[src/rtl/raster_timing_gen.sv]
module raster_timing_gen #(
  parameter int CELL_DOTS = 8,
  parameter int HW = 8,
  parameter int VW = 10
) (
  input  logic          clk,
  input  logic          rst_n,
  input  logic [HW-1:0] h_disp_end,
  input  logic [HW-1:0] h_blank_start,
  input  logic [HW-1:0] h_sync_start,
  input  logic [HW-1:0] h_sync_end,
  input  logic [HW-1:0] h_blank_end,
  input  logic [HW-1:0] h_total,
  input  logic [VW-1:0] v_disp_end,
  input  logic [VW-1:0] v_blank_start,
  input  logic [VW-1:0] v_sync_start,
  input  logic [VW-1:0] v_sync_end,
  input  logic [VW-1:0] v_blank_end,
  input  logic [VW-1:0] v_total,
  output logic          disp_en,
  output logic          border,
  output logic          blank,
  output logic          hsync,
  output logic          vsync,
  output logic [HW-1:0] char_cnt,
  output logic [VW-1:0] line_cnt
);
  localparam int DW = (CELL_DOTS > 1) ? $clog2(CELL_DOTS) : 1;
  localparam logic [DW-1:0] DOT_LAST = DW'(CELL_DOTS - 1);

  logic [DW-1:0] dot_cnt;
  logic dot_last, char_last, line_last;

  assign dot_last  = (dot_cnt == DOT_LAST);
  assign char_last = (char_cnt == h_total - HW'(1));
  assign line_last = (line_cnt == v_total - VW'(1));

  always_ff @(posedge clk or negedge rst_n) begin
    if (!rst_n) begin
      dot_cnt  <= '0;
      char_cnt <= '0;
      line_cnt <= '0;
    end else if (!dot_last) begin
      dot_cnt <= dot_cnt + DW'(1);
    end else begin
      dot_cnt <= '0;
      if (!char_last) begin
        char_cnt <= char_cnt + HW'(1);
      end else begin
        char_cnt <= '0;
        line_cnt <= line_last ? '0 : line_cnt + VW'(1);
      end
    end
  end

  logic h_act, v_act, h_blk, v_blk;

  assign h_act = char_cnt < h_disp_end;
  assign v_act = line_cnt < v_disp_end;
  assign h_blk = (char_cnt >= h_blank_start) && (char_cnt < h_blank_end);
  assign v_blk = (line_cnt >= v_blank_start) && (line_cnt < v_blank_end);

  assign hsync   = (char_cnt >= h_sync_start) && (char_cnt < h_sync_end);
  assign vsync   = (line_cnt >= v_sync_start) && (line_cnt < v_sync_end);
  assign disp_en = h_act && v_act;
  assign blank   = h_blk || v_blk;
  assign border  = !disp_en && !blank;


  char_step_chk: assert property (@(posedge clk) disable iff (!rst_n)
    (char_cnt != $past(char_cnt)) |-> ($past(dot_cnt) == DOT_LAST));


  char_bound_chk: assert property (@(posedge clk) disable iff (!rst_n)
    char_cnt < h_total);


  char_wrap_chk: assert property (@(posedge clk) disable iff (!rst_n)
    (dot_last && char_last) |=> (char_cnt == '0));


  line_step_chk: assert property (@(posedge clk) disable iff (!rst_n)
    (line_cnt != $past(line_cnt)) |-> (char_cnt == '0));


  frame_wrap_chk: assert property (@(posedge clk) disable iff (!rst_n)
    (dot_last && char_last && line_last) |=> (line_cnt == '0 && char_cnt == '0));
endmodule

[config.mk]
export PLATFORM = sky130hd
export DESIGN_NAME = raster_timing_gen
export DESIGN_NICKNAME = d
export VERILOG_FILES = /design/src/rtl/raster_timing_gen.sv
export SDC_FILE = /design/constraint.sdc
export NUM_CORES = 1
export LEC_CHECK = 0
export BUFFER_PORTS_ARGS = -buffer_cell sky130_fd_sc_hd__clkbuf_2
export CELL_PAD_IN_SITES_DETAIL_PLACEMENT = 1
export CELL_PAD_IN_SITES_GLOBAL_PLACEMENT = 1
export CORE_UTILIZATION = 37
export CTS_BUF_LIST = sky130_fd_sc_hd__clkbuf_8
export CTS_CLUSTER_DIAMETER = 50
export DETAILED_ROUTE_END_ITERATION = 12
export PLACE_DENSITY = 0.82
export SYNTH_ARGS = -nofsm -noshare
export SYNTH_HDL_FRONTEND = slang
export SYNTH_SLANG_ARGS = --single-unit
[constraint.sdc]
create_clock -name clk -period 3 [get_ports clk]
set_input_delay 0.3 -clock clk [delete_from_list [all_inputs] [get_ports clk]]
set_output_delay 0.3 -clock clk [all_outputs]
set_load 0.01 [all_outputs]
## After elaboration in Yosys (flattened, before gate mapping)

Cells that the tools add are included.
W data, S select, Z words.

- Flip-flop bits (word level): 21
- Output and inout bits: 23
- Word-level logic and storage cells: 34

- $add $sub $neg: 5
- $lt $le $gt $ge: 10
- Equal/unequal tests: 3
- Mux-type cells: 3
- Reduce and logical (&&, ||, !) cells: 10

Operators by type and width:

| kind | count |
|---|---|
| $lt A10 B10 Y1 | 3 |
| $lt A8 B8 Y1 | 3 |
| $ge A10 B10 Y1 | 2 |
| $ge A8 B8 Y1 | 2 |
| $add A10 B1 Y10 const B | 1 |
| $eq A10 B10 Y1 | 1 |
| $mux W10 | 1 |
| $sub A10 B1 Y10 const B | 1 |
| $add A8 B1 Y8 const B | 1 |
| $eq A8 B8 Y1 | 1 |
| $mux W8 | 1 |
| $sub A8 B1 Y8 const B | 1 |
| $logic_and A1 B1 Y1 | 6 |
| $add A3 B1 Y3 const B | 1 |
| $eq A3 B3 Y1 const B | 1 |
| $mux W3 | 1 |
| $logic_not A1 Y1 | 2 |
| $reduce_and A2 Y1 | 1 |
| $logic_or A1 B1 Y1 | 1 |

## Logic depth before layout (Yosys ltp)

Gate-level depths: netlist (run 1).

- Depth in word-level cells: 5
- Gate-level depth with buffers: 10

## Least setup slack after synthesis (run 1)

OpenSTA, ideal clock, no wires.

- Path kind: register to output
- Start point: register line_cnt[0]
- End point: output port border
- Arrival time: 2212 ps
- Slack: 488 ps
- Stages on the path, launching flop included: 11
- Path buffers: 1
- Path through: dfrtp_1 > clkbuf_1 > inv_1 > ha_1 > nand2b_1 > a21o_1 > a211oi_1 > o21ai_0 > a41oi_1 > o32ai_1 > a31oi_1

- Cells in the longest elaborated chain, start to end: 5
- Elaborated cells between the ends (all ways): 9
- Classes of those cells: order compare (3); reduce/logical (6)

RTL lines:

| element | line | RTL |
|---|---|---|
| from (decl) | 26 | `output logic [VW-1:0] line_cnt` |
| from (signal assigned) | 51 | `line_cnt <= line_last ? '0 : line_cnt + VW'(1);` |
| $ge A10 B10 Y1 / $lt A10 B10 Y1 (equally long branches) | 61 | `assign v_blk = (line_cnt >= v_blank_start) && (line_cnt < v_blank_end);` |
| $logic_and A1 B1 Y1 (*) | 61 |  |
| $logic_or A1 B1 Y1 (*) | 66 | `assign blank = h_blk \|\| v_blk;` |
| named net blank | 22 | `output logic blank,` |
| $logic_not A1 Y1 (*) | 67 | `assign border = !disp_en && !blank;` |
| $logic_and A1 B1 Y1 (*) | 67 |  |
| to (decl) | 21 | `output logic border,` |

The timed path passes the listed nets; every way through them passes the cells marked *.

## Final worst setup path (run 1)

- Start point: register char_cnt[0]
- End point: output port border

- Cells in the longest elaborated chain, start to end: 5
- Elaborated cells between the ends (all ways): 9
- Classes of those cells: order compare (3); reduce/logical (6)

RTL lines:

| element | line | RTL |
|---|---|---|
| from (decl) | 25 | `output logic [HW-1:0] char_cnt,` |
| from (signal assigned) | 48 | `char_cnt <= char_cnt + HW'(1);` |
| $ge A8 B8 Y1 / $lt A8 B8 Y1 (equally long branches) | 60 | `assign h_blk = (char_cnt >= h_blank_start) && (char_cnt < h_blank_end);` |
| $logic_and A1 B1 Y1 | 60 |  |
| $logic_or A1 B1 Y1 | 66 |  |
| $logic_not A1 Y1 | 67 |  |
| $logic_and A1 B1 Y1 (*) | 67 |  |

Every way passes the cells marked *; elsewhere a longest branch is shown, timed or not.

==> flow_summary.ini, run 1 <==
[outcome]
status = completed

[die]
die-height_um = 101
design.die.area_um2 = 10300
io_pins = 133
row_count = 35
die_x_um = 101
core_area_um2 = 9420
initial_core_util_pct = 38.7

[grt]
grt_max_degree = 22
gr-total-overflow = 0
gr-max-usage-layer = met2
antenna_found_initial = 0
grt_pass1_wl_um = 18300
grt_pass1_vias = 4030
grt.total_usage_pct = 22.3
use_met1_pct = 26.6
met2_usage_pct = 43.5
met3_usage_pct = 1.10

[critical_path]
crit_start = char_cnt[0]$_DFFE_PN0P_
r2r-start = char_cnt[2]$_DFFE_PN0P_
crit_fanout = 7
crit_path_start_kind = flop
worstSetupPathType = flop to output pin
cp_data_required_time_ns = 2.70
crit_path_end_kind = output pin
ff2ff_setup_slack_ns = 0.55
crit_arrival_ns = 2.49

[finish]
drive_above_1_share_pct = 24.7
final_cells = 723
final_nets = 795
synthToLayoutAreaGrowth_pct = 24.2
regArea_um2 = 526
multi_input_area_um2 = 2750
fillers = 1226
num_antenna_cells = 0

[sta]
setup_violations = 0
fin_crit_ns = 2.79
finalClockSkew_ns = 0.00488
tns_ns = 0
max_slew_margin_pct = 59.9
hold_viol_final = 0
drv_slew = 0
fmax_ghz = 0.358
tightest_slew_ns = 0.587
period_share_pct = 93.0
rsz0062_at_grt = no

[drt]
firstDrtPassIters = 4
drt_iter0_drc = 68
num_vias = 3793
post-route-drc-count = 0
antenna_left = 0
post_drt_wl_per_cell_um = 15.6
via_per_inst = 5.25
drt_wl_total_um = 11300

[placed_design]
port_buffers = 132
hpwl_um = 9500
dp.cells = 719
gp_congestion = 0.902

[clock_tree]
cts.sinks = 21
cts_buffers = 3
cts_root_buf = clkbuf_8
postCtsSetupRepairBufs = 0
cts_tree = yes
ctsHoldBuffers = 0
clk_pin_slew_ns = 0.08
clockBufferDepth = 2
post_cts_resized = 0
clk_latency_ns = 0.26
htreeDepth = 1

[synth]
synth_top_area_share_pct = 30.9
synth_top_area_cell = ha_1
synth_ff_type = dfrtp_1
synthTopCellsByArea = ha_1 31%, dfrtp_1 14%, inv_1 9.4%
ys_seq_area_share_pct = 14.4
yosysMostFrequentCell = inv_1
synthTopCellsByCount = 91 x inv_1, 90 x ha_1, 24 x o21ai_0, 21 x dfrtp_1
synth_edf_count = 0
synth-seq-cells = 21
async_flop_share_pct = 100
synth.avg_cell_area_um2 = 7.96
synth_fp_nets = 658
ys_warn_count = 0
synth_area_um2 = 3650
synth_cell_type_count = 53
synthCells = 458

[pwr]
power_density_nw_per_um2 = 210
peakVddDrop_mv = 0.211
leakage_nw = 2.70

[run]
drv_cap = 0

[min_path]
hold_path.class = input pin to async pin
final cells by class:
cell class / count / area share [%]
clock buffer: 3 / 0.912
clock inverter: 1 / 0.0829
inverter: 91 / 7.54
multi-input combinational: 340 / 60.7
sequential: 21 / 11.6
tap: 129 / 3.56
timing repair buffer: 138 / 15.6
critical path, cell delays in order, from the launching register on:
cell and delay [ns]:
dfrtp_1 0.46, inv_1 0.14, ha_1 0.28, nand2b_1 0.15, a21o_1 0.17, a21o_1 0.17
a211oi_1 0.25, o21a_1 0.17, o32ai_1 0.09, a31oi_1 0.19, clkbuf_2 0.16
power breakdown:
| part | leakage (nW) | switching, W | internal [W] |
|---|---|---|---|
| Combinational | 2.41 | 0.000223 | 0.000216 |
| Sequential | 0.266 | 0.0000378 | 0.000293 |
| Clock | 0.0269 | 0.0000903 | 0.0000912 |
sequential cells by signal, summed over array words and instances, names as in the netlist:
register,count
line_cnt,10
char_cnt,8
dot_cnt,3
metrics by stage:
stage / power, W / instance area (um^2) / hold slack (ns) / worst slack (ns) / util (%)
3_5_place_dp: 0.000776 / 4480 / 0.311 / 0.514 / 47.6
3_3_place_gp: 0.000751 / 4480 / 0.306 / 0.543 / 47.6
6_report: 0.000952 / 4530 / 0.0115 / 0.210 / 48.1
5_1_grt: 0.00103 / 4530 / 0.0481 / 0.0120 / 48.1
2_1_floorplan: 0.000577 / 3650 / 0.00441 / 0.488 / -
4_1_cts: 0.000964 / 4530 / 0.0237 / 0.194 / 48.1
cells in the final DEF, fill, tap and decap left out, types with 11 or more instances in the layout:
cell	count
clkbuf_2	132
inv_1	92
ha_1	90
o21ai_0	24
dfrtp_1	21
a21o_1	19
a21oi_1	19
nand2b_1	18
nor2_1	17
xnor2_1	17
nand2_1	12
o21ai_1	11
path summary, 6_finish.rpt:
| path | end | cells past startpoint |
|---|---|---|
| min in group clk | dot_cnt[0]$_DFF_PN0_ | 1 |
| worst min-delay path | dot_cnt[0]$_DFF_PN0_ | 1 |
| max in group asynchronous | char_cnt[7]$_DFFE_PN0P_ | 1 |
| worst max register to register | line_cnt[9]$_DFFE_PN0P_ | 6 |
| worst min register to register | dot_cnt[0]$_DFF_PN0_ | 1 |
| worst max-delay path | border | 10 |
per-layer routing:
layer,vias to the layer above,share of wire (%)
li1,1886,-
met1,1817,42
met2,72,54
met3,18,2.3
met4,0,1.7
met5,-,0
cells by family (layout without fill, tap and decap cells):
| family | count (synthesis) | count (layout) | share of synthesized area (%) |
|---|---|---|---|
| AO/OA/AOI/OAI | 118 | 118 | 21.1 |
| XOR/XNOR | 26 | 26 | 6.24 |
| adder cells (fa/ha/maj) | 90 | 90 | 30.9 |
| buffers and inverters | 97 | 233 | 10.2 |
| flip-flops | 21 | 21 | 14.4 |
| multiplexers | 1 | 1 | 0.274 |
| AND/OR/NAND/NOR | 105 | 105 | 16.9 |
Note: power is estimated with default switching activity, not from simulation.
==> run 2, diff against run 1 <==
--- a/config.mk
+++ b/config.mk
@@ -8,6 +8,7 @@
 export BUFFER_PORTS_ARGS = -buffer_cell sky130_fd_sc_hd__clkbuf_2
 export CELL_PAD_IN_SITES_DETAIL_PLACEMENT = 1
 export CELL_PAD_IN_SITES_GLOBAL_PLACEMENT = 1
+export CORE_MARGIN = 2
 export CORE_UTILIZATION = 37
 export CTS_BUF_LIST = sky130_fd_sc_hd__clkbuf_8
 export CTS_CLUSTER_DIAMETER = 50
==> run 2 against run 1 <==
The run now ends with hold timing left; critical path type unchanged; power shrank 0.33%; core utilization is 1.4 points lower; design area about the same; combinational power shrank 3%; non-clock buffer count is 1 lower; setup slack improved by 0.0061 ns; die area rose by 4.0%; register-to-register slack improved by 0.07 ns; via count shrank 1.8%; largest power group unchanged.
==> flow_summary.ini, run 2 (synthesis gave the netlist of run 1 again) <==
[critical_path]
cp_data_required_time_ns = 2.70
r2r_cells = 6
crit_arrival_ns = 2.48
cpPeakStageDelay_ns = 0.70
crit_start = line_cnt[2]$_DFFE_PN0P_
crit_fanout = 15
crit_path_start_kind = flop
worstReg2RegEnd = line_cnt[3]$_DFFE_PN0P_
worstSetupPathType = flop to output pin
cpMaxStageDelayCell = dfrtp_1
crit_path_end_kind = output pin
path_cells = ha_1 > a21oi_1 > o21ai_0 > and3_1 > o32ai_1 > a31oi_1 > clkbuf_2
r2r-start = char_cnt[2]$_DFFE_PN0P_
ff2ff_setup_slack_ns = 0.62

[finish]
final_cell_mix = 132 x clkbuf_2, 92 x inv_1, 90 x ha_1
final_common_cell = clkbuf_2
multi_input_area_um2 = 2750
final_nets = 794
reg_top3 = line_cnt: 10 flops, char_cnt: 8 flops, dot_cnt: 3 flops
regArea_um2 = 526
final_cells = 726
regMostFlops = line_cnt
largest_register_ffs = 10
fillers = 1243
synthToLayoutAreaGrowth_pct = 24.1
num_antenna_cells = 0
drive_above_1_share_pct = 24.6

[sta]
hold_ws_ns = -0.000227
period_share_pct = 92.8
finalClockSkew_ns = 0.00288
drv_slew = 0
fin_crit_ns = 2.78
tns_ns = 0
rsz0062_at_grt = no
fmax_ghz = 0.359
tightest_slew_ns = 0.541
setup_violations = 0
max_slew_margin_pct = 63.0
hold_viol_final = 2

[grt]
gr-total-overflow = 0
grt_pass1_wl_um = 17400
grt_pass1_vias = 3859
antenna_found_initial = 0
grt_max_degree = 22
grt.total_usage_pct = 20.4

[drt]
firstDrtPassIters = 4
num_vias = 3723
antenna_left = 0
drt_wl_total_um = 10900
post_drt_wl_per_cell_um = 15.0
drt_iter0_drc = 67
via_per_inst = 5.13
post-route-drc-count = 0

[outcome]
violations = hold timing
status = finished, violations left

[die]
initial_core_util_pct = 37.7
core_area_um2 = 9680
io_pins = 133
design.die.area_um2 = 10700
die_x_um = 103
row_count = 36
die-height_um = 103

[clock_tree]
clk_pin_slew_ns = 0.08
cts.sinks = 21
cts_root_buf = clkbuf_8
clk_latency_ns = 0.27
htreeDepth = 1
cts_buffers = 3
postCtsSetupRepairBufs = 0
cts_tree = yes
post_cts_resized = 0
clockBufferDepth = 2
ctsHoldBuffers = 0

[placed_design]
port_buffers = 132
gp_congestion = 0.840
dp.cells = 722
hpwl_um = 9170

[pwr]
power_density_nw_per_um2 = 210
leakage_nw = 2.70
peakVddDrop_mv = 0.131

[min_path]
hold_path.class = input pin to async pin

[run]
drv_cap = 0
==> run 2: cell types whose count changed in the layout (fill, tap and decap cells not counted) <==
cell,previous run,this run
buf_4,6,5
==> run 2: worst max-delay path by stage <==
stage | cells past startpoint | to | slack [ns]
finish | 7 | border | 0.22
global route | 7 | border | 0.02
CTS | 10 | border | 0.21
detailed placement | 7 | border | 0.52
global placement | 10 | border | 0.55
floorplan | 10 | border | 0.49
==> run 2: critical path, delay by kind of cell (launching register included) <==
| kind | cells | cell delay (ns) |
|---|---|---|
| flops | 1 | 0.70 |
| fa+ha+maj | 1 | 0.34 |
| compound gates | 4 | 0.81 |
| simple gates | 1 | 0.21 |
| buf+inv | 1 | 0.16 |
==> run 2: power breakdown <==
| part | switching, W | total, W | internal, W |
|---|---|---|---|
| combinational | 0.000214 | 0.000427 | 0.000213 |
| clock | 0.0000976 | 0.000189 | 0.0000915 |
| sequential | 0.0000394 | 0.000333 | 0.000293 |
==> run 2: per-layer routing <==
metal / up-vias / global-route usage (%) / routed length (um)
met5: - / 0 / 0
met1: 1761 / 25.1 / 4750
met2: 71 / 39.0 / 5720
li1: 1880 / - / -
met3: 11 / 1.48 / 289
met4: 0 / 4.05 / 110
==> run 2: cell type report <==
cell class	count	area share, %
multi-input cells	340	60.8
repair buffers	137	15.4
flip-flops and latches	21	11.6
inverters	91	7.55
well taps	133	3.68
clock buffers	3	0.912
clock inverters	1	0.0829
==> run 2: stage by stage <==
stage / cell area [um^2] / setup slack (ns) / hold WS [ns] / power [W] / util, %
2_1_floorplan: 3650 / 0.488 / 0.00441 / 0.000577 / -
3_3_place_gp: 4480 / 0.553 / 0.298 / 0.000747 / 46.3
3_5_place_dp: 4480 / 0.520 / 0.302 / 0.000767 / 46.3
4_1_cts: 4530 / 0.214 / 0.0196 / 0.000953 / 46.7
5_1_grt: 4530 / 0.0201 / 0.0253 / 0.00103 / 46.7
6_report: 4530 / 0.216 / -0.000227 / 0.000949 / 46.7
